$ cat src/rtl/dirq_pkg.sv
package dirq_pkg;
  // Register layout and sizes
  localparam int NCH       = 2;
  localparam int DW        = 8;
  localparam int AW        = 2;
  localparam int STAT_OFS  = 2;   // channel 0 status read, mode byte write
  localparam int MASK_OFS  = 3;   // channel 1 status, masks, strap
  localparam int MASK_LSB  = 0;
  localparam int ST1_LSB   = 2;
  localparam int STRAP_BIT = 4;
  localparam int POL_BIT   = 2;   // mode byte: 1 = active-low line

  typedef enum logic [1:0] {
    RD_ZERO = 2'd0,
    RD_CH0  = 2'd1,
    RD_CH1  = 2'd2
  } rdSrc_e;

  typedef struct packed {
    logic   wrMask;
    logic   wrMode;
    logic   rdEn;
    rdSrc_e rdSrc;
  } regStb_t;
endpackage

$ cat src/rtl/dirq_ctrl.sv
module dirq_ctrl
  import dirq_pkg::*;
(
  input  logic          regSel,
  input  logic          regWr,
  input  logic [AW-1:0] regAddr,
  output regStb_t       stb
);
  localparam logic [AW-1:0] StatAddr = AW'(STAT_OFS);
  localparam logic [AW-1:0] MaskAddr = AW'(MASK_OFS);

  logic isStat;
  logic isMask;

  assign isStat = (regAddr == StatAddr);
  assign isMask = (regAddr == MaskAddr);

  always_comb begin
    stb        = '0;
    stb.wrMask = regSel & regWr & isMask;
    stb.wrMode = regSel & regWr & isStat;
    stb.rdEn   = regSel & ~regWr;
    if (isStat)      stb.rdSrc = RD_CH0;
    else if (isMask) stb.rdSrc = RD_CH1;
    else             stb.rdSrc = RD_ZERO;
  end
endmodule

$ cat src/rtl/dirq_datapath.sv
module dirq_datapath
  import dirq_pkg::*;
(
  input  logic           clk,
  input  logic           rstN,
  input  logic [NCH-1:0] devPulse,
  input  logic [NCH-1:0] bmPulse,
  input  logic [NCH-1:0] devClr,
  input  logic [NCH-1:0] bmClr,
  input  logic           strap,
  input  regStb_t        stb,
  input  logic [DW-1:0]  wdata,
  output logic [DW-1:0]  rdata,
  output logic [NCH-1:0] devStat,
  output logic [NCH-1:0] bmStat,
  output logic [NCH-1:0] maskQ,
  output logic [DW-1:0]  modeQ,
  output logic           irqLine
);
  localparam int PadCh0 = DW - 2;
  localparam int PadCh1 = DW - STRAP_BIT - 1;

  // Sticky status, one pair of flops per channel; set beats clear
  for (genvar ch = 0; ch < NCH; ch++) begin : g_chan
    logic devQ;
    logic bmQ;
    always_ff @(posedge clk) begin
      if (!rstN)              devQ <= 1'b0;
      else if (devPulse[ch])  devQ <= 1'b1;
      else if (devClr[ch])    devQ <= 1'b0;
    end
    always_ff @(posedge clk) begin
      if (!rstN)              bmQ <= 1'b0;
      else if (bmPulse[ch])   bmQ <= 1'b1;
      else if (bmClr[ch])     bmQ <= 1'b0;
    end
    assign devStat[ch] = devQ;
    assign bmStat[ch]  = bmQ;
  end

  always_ff @(posedge clk) begin
    if (!rstN)           maskQ <= '0;
    else if (stb.wrMask) maskQ <= wdata[MASK_LSB +: NCH];
  end

  always_ff @(posedge clk) begin
    if (!rstN)           modeQ <= '0;
    else if (stb.wrMode) modeQ <= wdata;
  end

  logic [DW-1:0] rdNext;
  always_comb begin
    unique case (stb.rdSrc)
      RD_CH0:  rdNext = {{PadCh0{1'b0}}, bmStat[0], devStat[0]};
      RD_CH1:  rdNext = {{PadCh1{1'b0}}, strap, bmStat[1], devStat[1],
                         maskQ[1], maskQ[0]};
      default: rdNext = '0;
    endcase
  end

  always_ff @(posedge clk) begin
    if (!rstN)         rdata <= '0;
    else if (stb.rdEn) rdata <= rdNext;
  end

  logic anyPend;
  assign anyPend = |((devStat | bmStat) & ~maskQ);
  assign irqLine = anyPend ^ modeQ[POL_BIT];
endmodule

$ cat src/rtl/dirq_top.sv
module dirq_top
  import dirq_pkg::*;
(
  input  logic           clk,
  input  logic           rstN,
  input  logic [NCH-1:0] devIrqPulse,
  input  logic [NCH-1:0] dmaDonePulse,
  input  logic [NCH-1:0] devAck,
  input  logic [NCH-1:0] dmaAck,
  input  logic           legacyStrap,
  input  logic           regSel,
  input  logic           regWr,
  input  logic [AW-1:0]  regAddr,
  input  logic [DW-1:0]  regWdata,
  output logic [DW-1:0]  regRdata,
  output logic [DW-1:0]  modeOut,
  output logic           irqLine
);
  regStb_t        stb;
  logic [NCH-1:0] devStat;
  logic [NCH-1:0] bmStat;
  logic [NCH-1:0] maskQ;

  dirq_ctrl u_ctrl (
    .regSel  (regSel),
    .regWr   (regWr),
    .regAddr (regAddr),
    .stb     (stb)
  );

  dirq_datapath u_dp (
    .clk      (clk),
    .rstN     (rstN),
    .devPulse (devIrqPulse),
    .bmPulse  (dmaDonePulse),
    .devClr   (devAck),
    .bmClr    (dmaAck),
    .strap    (legacyStrap),
    .stb      (stb),
    .wdata    (regWdata),
    .rdata    (regRdata),
    .devStat  (devStat),
    .bmStat   (bmStat),
    .maskQ    (maskQ),
    .modeQ    (modeOut),
    .irqLine  (irqLine)
  );
endmodule

$ cat config.mk
export PLATFORM = sky130hd
export DESIGN_NAME = dirq_top
export DESIGN_NICKNAME = d
export VERILOG_FILES = /design/src/rtl/dirq_pkg.sv /design/src/rtl/dirq_ctrl.sv /design/src/rtl/dirq_datapath.sv /design/src/rtl/dirq_top.sv
export SDC_FILE = /design/constraint.sdc
export NUM_CORES = 1
export LEC_CHECK = 0
export ABC_CLOCK_PERIOD_IN_PS = 1400
export CORE_UTILIZATION = 50
export DETAILED_ROUTE_END_ITERATION = 6
export DONT_BUFFER_PORTS = 1
export SYNTH_ARGS = -nofsm -noshare
export SYNTH_HDL_FRONTEND = slang
export SYNTH_SLANG_ARGS = --single-unit
$ cat constraint.sdc
create_clock -name clk -period 1.4 [get_ports clk]
set_input_delay 0.21 -clock clk [delete_from_list [all_inputs] [get_ports clk]]
set_output_delay 0.21 -clock clk [all_outputs]
set_load 0.02 [all_outputs]
==> impl_metrics.ini <==
[global_routing]
track_usage_pct = 15.8
grt_max_degree = 20
overflow = 0
grt_pass1_wl_um = 2240
grt_pass1_vias = 550
antenna_found_initial = 0

[clock_network]
cts_tree = built
clockBufferDepth = 2
root_buffer = clkbuf_4
post-cts-setup-buffers = 0
worstSkewPairLatency_ns = 0.28
cts_sinks = 19
h-tree-depth = 1
cts_made_buffers = 3
ctsHoldBuffers = 0
path_clk_slew_ns = 0.10

[layout]
design_area_um2 = 872
drive_gt1_share_pct = 23.6
finalNonFillerCells = 105
num_antenna_cells = 0
area_growth_pct = 2.50
final_nets = 113
num-fill-cells = 151

[floorplan]
io_pins = 40
num_rows = 14
die_area_um2 = 1870
core_um2 = 1540
die_w_um = 43.3
dieHeight_um = 43.3
initial_core_util_pct = 55.2

[timing]
finalSetupViolCount = 0
hold_viol = 0
rsz0062_at_grt = true
slew_viol_final = 0
clock.fmax_ghz = 0.732
period_share_pct = 97.6
finClkSkew_ns = 0.000825
period_minus_slack_ns = 1.37

[detailed_routing]
route.detailed.drc = 0
firstDrtPassIters = 4
vias = 574
drt_iter0_markers = 11
wl_per_cell_um = 13.3
via_per_inst = 5.47
wirelength_um = 1390
ant_nets = 0

[hold_path]
min_path_type = in -> reg

[yosys]
synth-seq-cells = 19
ys_warn_count = 0
synth_cell_type_count = 22
ys_seq_area_share_pct = 44.7
async_flop_share_pct = 0
synth_ff_type = dfxtp_1
postSynthCellCount = 89
postSynthAreaPerCell_um2 = 9.56
synth_edf_count = 0
synth_area_um2 = 851

[critical_path]
cp_max_fo = 3
r2r_slack_ns = 0.53
worstPathRequired_ns = 1.19
startpoint_type = flip-flop
cp_cell_sequence = nor2_2 > o22ai_2 > xor2_1 > buf_4
critPathCaptureType = output port
critical_path_arrival_ns = 1.16
crit_slowest_cell = dfxtp_2
cp_top_family = flip-flops
cpPeakStageDelay_ns = 0.36
path_buf_inv = 1
path_class = reg -> out

[placed_design]
place_hpwl_um = 1030
globalplace.congestion = 0.671
place_area_um2 = 832
dp_cells = 101
portBuffers = 0

[status]
status = completed

[flow_run]
max-cap-violations = 0

[power]
power.density_nw_per_um2 = 1040
leakage_nw = 0.316
power_uw = 911
ir_worst_vdd_v = 0.000514
synth_stat cells (2+ instances only):
master | count | share of area, %
mux2_2 | 2 | 2.6
nand4_1 | 4 | 2.9
nand2_1 | 21 | 9.3
nor2_1 | 2 | 0.88
a21boi_2 | 8 | 11
mux2i_1 | 2 | 2.4
buf_6 | 2 | 2.6
nor2b_1 | 6 | 4.4
a21boi_0 | 5 | 4.4
nand3_1 | 2 | 1.2
buf_4 | 3 | 2.6
o21a_1 | 4 | 3.5
dfxtp_1 | 19 | 45
cell type report:
cell class / instances / area [um2] / share of cell area (%)
multi-input combinational: 65 / 433 / 49.6
tap: 16 / 20.0 / 2.30
clock buffer: 4 / 26.3 / 3.01
timing repair buffer: 1 / 7.51 / 0.861
sequential: 19 / 385 / 44.2
flip-flops by register name (all words and copies together), names as in the netlist:
signal and flops:
u_dp.modeQ 8, u_dp.g_chan.devQ 2, u_dp.g_chan.bmQ 2, u_dp.rdata 5
u_dp.maskQ 2
final timing paths:
| kind | startpoint | endpoint | depth (start not counted) |
|---|---|---|---|
| max | u_dp.g_chan[1].bmQ$_SDFFE_PN0P_ | irqLine | 4 |
| min | rstN | u_dp.g_chan[0].devQ$_SDFFE_PN0P_ | 1 |
| max reg2reg | u_dp.maskQ[0]$_SDFFE_PN0P_ | u_dp.rdata[0]$_SDFFE_PN0P_ | 3 |
| min reg2reg | u_dp.g_chan[1].bmQ$_SDFFE_PN0P_ | u_dp.rdata[3]$_SDFFE_PN0P_ | 2 |
layout by cell type (no fill, tap or decap), drive strengths merged:
cell type and instances:
a21boi 13, and2b 1, and4b 1, buf 1
clkbuf 4, conb 3, dfxtp 19, mux2 2
mux2i 2, nand2 21, nand2b 1, nand3 2
nand4 4, nand4b 1, nor2 2, nor2b 6
o21a 4, o22ai 1, xor2 1
layer usage:
metal / share of wire, % / GRT usage [%] / wire length, um / vias up
li1: - / - / - / 296
met2: 45 / 25.4 / 621 / 23
met5: 0 / 0 / 0 / -
met3: 9.6 / 5.53 / 133 / 2
met1: 45 / 19.4 / 630 / 253
met4: 0.43 / 5.45 / 6 / 0
logic make-up (layout without fill, tap and decap cells):
family                 Yosys count  after routing  share of synthesized area [%]
flip-flops                      19             19                           44.7
XOR/XNOR                         1              1                           1.03
other                            1              3                          0.441
buffers and inverters            7              5                           6.32
multiplexers                     4              4                           5.00
AO/OA/AOI/OAI                   18             18                           19.3
AND/OR/NAND/NOR                 39             39                           23.2
per-stage QoR:
| step | hold slack (ns) | setup slack, ns | util, % | setup TNS [ns] |
|---|---|---|---|---|
| finish | 0.0314 | 0.0337 | 56.6 | 0 |
| global route | 0.00534 | -0.0471 | 56.6 | -0.0471 |
| CTS | 0.0215 | -0.00791 | 55.9 | -0.00791 |
| detailed placement | 0.334 | 0.314 | 54.0 | 0 |
| global placement | 0.330 | 0.315 | 54.0 | 0 |
| floorplan | 0.334 | 0.291 | - | 0 |
power breakdown:
group	switching, mW	leakage (nW)	internal, mW
logic	0.0345	0.145	0.0392
clock network	0.150	0.0150	0.110
registers	0.0192	0.156	0.557
total	0.204	0.316	0.707
timing repair:
action	CTS	global route
gates resized for setup	3	3
pin swaps	0	0
setup endpoints to repair	1	1
Power figures use the tool's default switching activity.
